$ cat config.mk
export PLATFORM = sky130hd
export DESIGN_NAME = crest_trough_tracker
export DESIGN_NICKNAME = d
export VERILOG_FILES = /design/src/rtl/crest_trough_tracker.sv
export SDC_FILE = /design/constraint.sdc
export NUM_CORES = 1
export LEC_CHECK = 0
export ABC_AREA = 1
export CAP_MARGIN = 10
export CORE_MARGIN = 3
export CORE_UTILIZATION = 40
export CTS_BUF_LIST = sky130_fd_sc_hd__clkbuf_16
export CTS_CLUSTER_DIAMETER = 40
export CTS_CLUSTER_SIZE = 28
export DETAILED_ROUTE_END_ITERATION = 7
export DONT_BUFFER_PORTS = 1
export SYNTH_ARGS = -nofsm -noshare
export SYNTH_HDL_FRONTEND = slang
export SYNTH_SLANG_ARGS = --single-unit
$ cat constraint.sdc
create_clock -name clk -period 4.55 [get_ports clk]
set_input_delay 0.2275 -clock clk [delete_from_list [all_inputs] [get_ports clk]]
set_output_delay 0.2275 -clock clk [all_outputs]
set_load 0.1 [all_outputs]
$ cat src/rtl/crest_trough_tracker.sv
module crest_trough_tracker #(
  parameter int W = 10
) (
  input  logic         clk,
  input  logic         rst_n,
  input  logic         smp_vld,
  input  logic [W-1:0] smp,
  input  logic [W-1:0] ref_lvl,
  input  logic [W-1:0] margin,
  input  logic [W-1:0] rev_step,
  output logic         trough_mode,
  output logic         crest_pk,
  output logic         trough_pk
);
  localparam int E = W + 1;

  logic [W-1:0] held;
  logic         fired;

  wire [E-1:0] s_x   = {1'b0, smp};
  wire [E-1:0] h_x   = {1'b0, held};
  wire [E-1:0] st_x  = {1'b0, rev_step};
  wire [E-1:0] hi_th = {1'b0, ref_lvl} + {1'b0, margin};

  wire below_lo = (s_x + {1'b0, margin}) < {1'b0, ref_lvl};
  wire above_hi = s_x > hi_th;
  wire t_rev    = !fired && (s_x >= h_x + st_x);
  wire c_rev    = !fired && (s_x + st_x <= h_x);

  always_ff @(posedge clk) begin
    if (!rst_n) begin
      trough_mode <= 1'b1;
      held        <= '1;
      fired       <= 1'b0;
      crest_pk    <= 1'b0;
      trough_pk   <= 1'b0;
    end else begin
      crest_pk  <= 1'b0;
      trough_pk <= 1'b0;
      if (smp_vld) begin
        if (trough_mode) begin
          if (smp < held) held <= smp;
          if (t_rev) begin
            trough_pk <= 1'b1;
            fired     <= 1'b1;
          end
          if ((t_rev || fired) && above_hi) begin
            trough_mode <= 1'b0;
            held        <= smp;
            fired       <= 1'b0;
          end
        end else begin
          if (smp > held) held <= smp;
          if (c_rev) begin
            crest_pk <= 1'b1;
            fired    <= 1'b1;
          end
          if ((c_rev || fired) && below_lo) begin
            trough_mode <= 1'b1;
            held        <= smp;
            fired       <= 1'b0;
          end
        end
      end
    end
  end


  pulse_excl_chk: assert property (@(posedge clk) disable iff (!rst_n)
    !(crest_pk && trough_pk));


  trough_once_chk: assert property (@(posedge clk) disable iff (!rst_n)
    trough_pk |=> !trough_pk);


  crest_once_chk: assert property (@(posedge clk) disable iff (!rst_n)
    crest_pk |=> !crest_pk);


  mode_hold_chk: assert property (@(posedge clk) disable iff (!rst_n)
    !smp_vld |=> $stable(trough_mode) && !crest_pk && !trough_pk);


  crest_entry_chk: assert property (@(posedge clk) disable iff (!rst_n)
    trough_mode && !$past(!rst_n) |=> trough_mode || ({1'b0, $past(smp)} > ({1'b0, $past(ref_lvl)} + {1'b0, $past(margin)})));


  trough_src_chk: assert property (@(posedge clk) disable iff (!rst_n)
    !trough_mode && !trough_pk |=> !trough_pk);
endmodule

==> results of run 1 <==
==> cell families (layout without fill, tap and decap cells) <==
group | count (synthesis) | after routing | synth area share [%]
adder cells (fa/ha/maj) | 93 | 93 | 33.2
XOR/XNOR | 32 | 32 | 7.79
flip-flops | 14 | 14 | 7.79
AND/OR/NAND/NOR | 242 | 242 | 30.1
buffers and inverters | 82 | 82 | 9.35
AO/OA/AOI/OAI | 70 | 70 | 11.9
==> flip-flops by register name, summed over array words and instances (netlist names) <==
name	count
trough_pk	1
crest_pk	1
fired	1
trough_mode	1
held	10
==> metrics by stage <==
stage	hold slack [ns]	setup WS, ns
after floorplan	0.351	1.81
after global placement	0.315	1.43
after detailed placement	0.319	1.34
after CTS	0.0668	1.41
after global routing	0.0641	1.11
final	0.0704	1.42
==> critical path, cell delays in order, from the launching register on <==
cell	delay [ns]
dfxtp_1	0.39
ha_1	0.21
inv_1	0.07
fa_1	0.45
nor3_1	0.21
nor2_1	0.10
xor2_1	0.15
ha_1	0.30
nand2_1	0.07
nor2_1	0.10
nand2_1	0.06
nand2_1	0.06
nand2_1	0.05
nand2_1	0.09
nand3_2	0.07
nand2_2	0.07
nand2_2	0.08
nand2_4	0.15
nand3_4	0.16
nand2_1	0.09
nand3_1	0.07
==> worst max-delay path by stage <==
stage | from | endpoint | slack, ns | cells past startpoint
floorplan | held[0] | held[0] | 1.81 | 20
global placement | ref_lvl[0] | held[9] | 1.43 | 20
detailed placement | ref_lvl[0] | held[6] | 1.34 | 20
CTS | held[0] | held[1] | 1.41 | 20
global route | held[0] | held[1] | 1.11 | 20
finish | held[0] | held[1] | 1.42 | 20
==> cells in the mapped netlist, drive strengths merged <==
master	count	share of area, %
a211oi	1	0.35
a21boi	1	0.21
a21o	6	1.3
a21oi	42	6.4
a31o	1	0.24
a31oi	6	1.0
and3	3	0.52
buf	4	1.1
clkinv	2	0.21
dfxtp	14	7.8
dlygate4sd1	1	0.24
fa	4	2.2
ha	89	31
inv	75	7.8
nand2	143	16
nand3	28	4.5
nand3b	1	0.21
nand4	17	3.1
nor2	42	4.5
nor3	6	0.83
nor4	2	0.52
o2111ai	2	0.49
o211ai	2	0.42
o21ai	7	1.1
o21bai	1	0.21
o31ai	1	0.21
xnor2	13	3.2
xor2	19	4.6
==> where the power goes <==
group	internal, mW	switching, mW	leakage, nW	total, mW
Sequential	0.140	0.0252	0.116	0.165
Clock	0.116	0.0507	0.0385	0.167
Combinational	0.271	0.399	1.99	0.669
Total	0.527	0.475	2.14	1.00
==> final cells by class <==
cell class / instances / area [um^2]
Clock buffer: 3 / 75.1
Clock inverter: 1 / 3.75
Sequential cell: 14 / 280
Inverter: 77 / 289
Timing Repair Buffer: 1 / 7.51
Tap cell: 105 / 131
Multi-Input combinational cell: 437 / 2980
Fill cell: 892 / 4690
==> layer usage <==
metal	share of wire, %	up-vias
li1	-	1784
met1	44	1503
met2	48	66
met3	5.5	10
met4	1.7	0
met5	0	-
==> results.tsv, run 1 <==
stage	metric	value	unit
status	status	finished clean	
finish	Nets	670	
floorplanning	Core Box Area	0.00846	mm^2
drt	DRC	0	
worst_setup_path	worst r2r src	held[0]	
drt	Detailed Routing Iterations Pass 1	5	
yosys	Syn Nets	669	
hold_path	hold path depth	1	
global_route	GR Util met1	22.8	%
floorplanning	Die Span Y	101	um
power	Leak	2.14	nW
floorplanning	Starting Density	42.5	%
yosys	Mapped Cells	533	
cts	Clock Tree Buf Depth	2	
placement	RePlAce Congestion	0.868	
cts	post-cts hold buffer count	0	
cts	CTS root buf	clkbuf_16	
finish	Non-Filler Instances	638	
hold_path	Worst Hold Class	in -> reg	
placement	dpl hpwl	7.94	mm
global_route	M3 GR Usage	2.98	%
worst_setup_path	type of the worst setup path	reg -> reg	
finish	ANT cells	0	
placement	input/output buffers	0	
finish	fin area	0.00377	mm^2
worst_setup_path	CP Data Required Time	4.67	ns
global_route	gr usage total	18.5	%
drt	via count	3363	
finish	layout cells sized above 1	5.25	%
drt	Routed Antenna Nets	0	
yosys	Yosys cell types	41	
floorplanning	Rows	33	
yosys	#FFs+latches synth	14	
timing	Final Max Tran Viols	0	
yosys	Synth Cell Area	0.00360	mm^2
floorplanning	I/O pins	46	
timing	Slew Limit Headroom	37.7	%
cts	post-CTS setup buffers	0	
cts	Num CTS Buffers	3	
global_route	first-pass GRT wire length	15.3	mm
drt	WL/cell	14.0	um
timing	post-route minimum period	3.13	ns
worst_setup_path	crit path max fanout	11	
yosys	sequential fraction of the synthesis area	7.79	%
global_route	M2 GR Usage	33.5	%
power	pwr dens	266	mW/mm^2
timing	FMAX	320	MHz
global_route	total global routing overflow	0	
timing	final-report hold violation count	0	
cts	Clk pin slew, worst setup/hold paths	0.05	ns
timing	Slew @ Worst Pin	0.933	ns
power	maximum VDD drop	107	uV
hold_path	HP Start	rst_n	
timing	RSZ-0062 raised after global routing	false	
placement	Post-DP Area	0.00369	mm^2
finish	most frequent cells in the layout	nand2_1 (134), ha_1 (89), inv_1 (72)	
cts	clock latency at the later pin of the worst-skew pair	0.24	ns
run	max cap viols	0	
cts	Sink Count	14	
worst_setup_path	R2R cell count	20	
yosys	Yosys Warn Count	0	
global_route	initial antenna violation count	0	
placement	Post-Place Cells	634	
hold_path	Hold Path Sink	held[5]	
power	total power draw	1.00	mW
timing	setup TNS	0	ns
timing	final setup fails	0	
global_route	Top Usage Layer GRT	met2	
timing	Final period util	68.8	%
worst_setup_path	Crit path arrival time	3.25	ns
yosys	Post-Syn Area per Cell	6.75	um^2
global_route	pin count of the biggest net entering global routing	17	
cts	CTS HTree Levels	1	
floorplanning	die width	101	um
worst_setup_path	Worst setup SP type	register	
worst_setup_path	reg-to-reg endpoint	held[1]	
drt	Routed Wire Length	8.93	mm
worst_setup_path	Critical Path End Type	register	
floorplanning	die footprint	0.0102	mm^2
worst_setup_path	R2R Setup Slk	1.42	ns
global_route	vias in the first global route	3402	
drt	routed vias/inst	5.27	
cts	CTS tree	done	
drt	Iteration-0 DRC Markers	107	
cts	post_cts resized	0	
timing	Worst Skew	0.00324	ns
finish	leading cell type in the layout, fill and taps excluded	nand2_1	
finish	Layout Utilization	44.5	%
finish	Layout area overhead	4.73	%
Note: power is estimated with default switching activity, not from simulation.
==> run 2: changes to the inputs <==
clock period = 2.5 ns   (was 4.55 ns; I/O delays follow)
==> results.tsv, run 2 (same netlist as run 1, synthesis figures left out) <==
stage	metric	value	unit
timing	Slew Limit Headroom	37.7	%
finish	number of flip-flops under the largest register name	10	
global_route	total global routing overflow	0	
status	failing checks	negative hold slack, negative setup slack	
power	clock power share	14.0	%
timing	final setup fails	12	
worst_setup_path	Critical Path End Type	register	
placement	input/output buffers	0	
drt	Routed Antenna Nets	0	
placement	dpl hpwl	8.26	mm
placement	Post-Place Setup Slack	-0.442	ns
global_route	pin count of the biggest net entering global routing	18	
floorplanning	I/O pins	46	
power	Net Switching	0.974	mW
floorplanning	Starting Density	42.5	%
finish	Most flops, register	held	
global_route	vias in the first global route	3692	
placement	Post-Place Cells	704	
drt	DRC	0	
timing	Final Max Tran Viols	0	
finish	ANT cells	0	
timing	Worst Setup Slack, final	-0.237	ns
drt	Routed Wire Length	9.59	mm
timing	Worst Skew	0.00206	ns
timing	Hold WS	-0.0551	ns
timing	FMAX	365	MHz
drt	Iteration-0 DRC Markers	87	
worst_setup_path	Worst setup SP type	register	
cts	clock latency at the later pin of the worst-skew pair	0.25	ns
floorplanning	die footprint	0.0102	mm^2
finish	layout cells sized above 1	21.7	%
timing	Slew @ Worst Pin	0.933	ns
floorplanning	Core Box Area	0.00846	mm^2
power	Comb power frac	72.1	%
finish	Layout Utilization	53.5	%
power	switching share of power	44.8	%
cts	CTS root buf	clkbuf_16	
power	pwr dens	479	mW/mm^2
cts	Sink Count	14	
hold_path	Worst Hold Class	in -> reg	
timing	RSZ-0062 raised after global routing	true	
drt	Detailed Routing Iterations Pass 1	5	
drt	via count	3655	
worst_setup_path	R2R Setup Slk	-0.24	ns
power	Internal	1.20	mW
timing	Final period util	109	%
global_route	initial antenna violation count	0	
cts	Num CTS Buffers	3	
floorplanning	Rows	33	
drt	WL/cell	13.5	um
run	max cap viols	0	
floorplanning	Die Span Y	101	um
finish	most frequent cells in the layout	nand2_1 (130), ha_1 (82), buf_4 (73)	
finish	Layout area overhead	25.9	%
power	Leak	2.51	nW
cts	CTS HTree Levels	1	
timing	final-report hold violation count	10	
placement	Post-DP Area	0.00430	mm^2
floorplanning	die width	101	um
timing	post-route minimum period	2.74	ns
worst_setup_path	type of the worst setup path	reg -> reg	
worst_setup_path	Crit path arrival time	2.93	ns
finish	Nets	745	
placement	RePlAce Congestion	0.853	
drt	routed vias/inst	5.13	
worst_setup_path	CP Data Required Time	2.69	ns
power	maximum VDD drop	192	uV
cts	Clock Tree Buf Depth	2	
finish	leading cell type in the layout, fill and taps excluded	nand2_1	
global_route	gr usage total	19.5	%
finish	Non-Filler Instances	712	
global_route	first-pass GRT wire length	16.0	mm
worst_setup_path	crit path max fanout	6	
cts	Clk pin slew, worst setup/hold paths	0.05	ns
power	Reg power frac	13.9	%
status	status	finished with violations	
cts	CTS tree	done	
finish	fin area	0.00453	mm^2
==> run 2: cell types whose count changed in the layout (fill, tap and decap cells not counted), moves of 3 or more <==
cell and delta:
ha_4 +6, buf_4 +72, nor2_1 -3, nor3_1 -3
nor3_2 +3, a21oi_2 +4, ha_1 -7, nand2_2 +3
a21oi_1 -4, nand2_1 -4
==> run 2: power by group through the flow <==
stage	sequential [mW]	clock [mW]	combinational, mW
5_1_grt	0.305	0.317	1.80
3_3_place_gp	0.302	0	1.42
3_5_place_dp	0.302	0	1.46
4_1_cts	0.300	0.305	1.52
2_1_floorplan	0.306	0	1.02
6_report	0.301	0.305	1.57
==> run 2: layout make-up <==
type	count	area [um^2]
Multi-Input combinational cell	439	3180
Sequential cell	14	285
Tap cell	105	131
Inverter	77	289
Clock buffer	3	75.1
Fill cell	801	3930
Timing Repair Buffer	74	568
==> run 2: worst paths after layout <==
path / start / end / cells after the start
worst max register to register: held[0] / held[9] / 21
worst max-delay path: held[0] / held[9] / 21
worst min-delay path: rst_n / held[8] / 1
worst min register to register: fired / crest_pk / 1
==> run 2: critical path, stage by stage (launching register included) <==
cell and delay, ns:
dfxtp_4 0.36, ha_4 0.13, inv_2 0.04, fa_2 0.37, nor3_2 0.14, nor2_2 0.07
buf_4 0.13, nor2_2 0.07, nor2_1 0.05, xor2_1 0.14, ha_2 0.18, a21oi_2 0.15
inv_1 0.05, nor2_1 0.11, nand2_2 0.08, nand3_2 0.07, nand2_4 0.07, nand2_8 0.09
nand2_8 0.08, nand3_4 0.15, nand2_1 0.07, nand3_1 0.06
==> run 2: per-layer routing <==
metal,share of wire (%),vias to the layer above,GRT usage [%],wire (um)
met3,4.1,13,2.49,389
li1,-,1933,-,-
met1,43,1649,22.7,4090
met2,51,60,36.7,4910
met4,2.1,0,5.60,198
met5,0,-,0,0
==> run 2: per-stage QoR <==
stage | total power [mW] | hold slack, ns | TNS [ns]
CTS | 2.13 | -0.0353 | -2.55
detailed placement | 1.76 | 0.216 | -4.88
global route | 2.42 | -0.0496 | -5.21
global placement | 1.72 | 0.213 | -4.12
finish | 2.17 | -0.0551 | -2.58
floorplan | 1.33 | 0.248 | -0.431
==> run 2: what timing repair did <==
item	CTS	global route
resized for setup	8	16
hold endpoints to repair	10	10
setup buffers	1	2
pin swaps	5	2
cloned	2	0
endpoints found under the setup margin	13	14
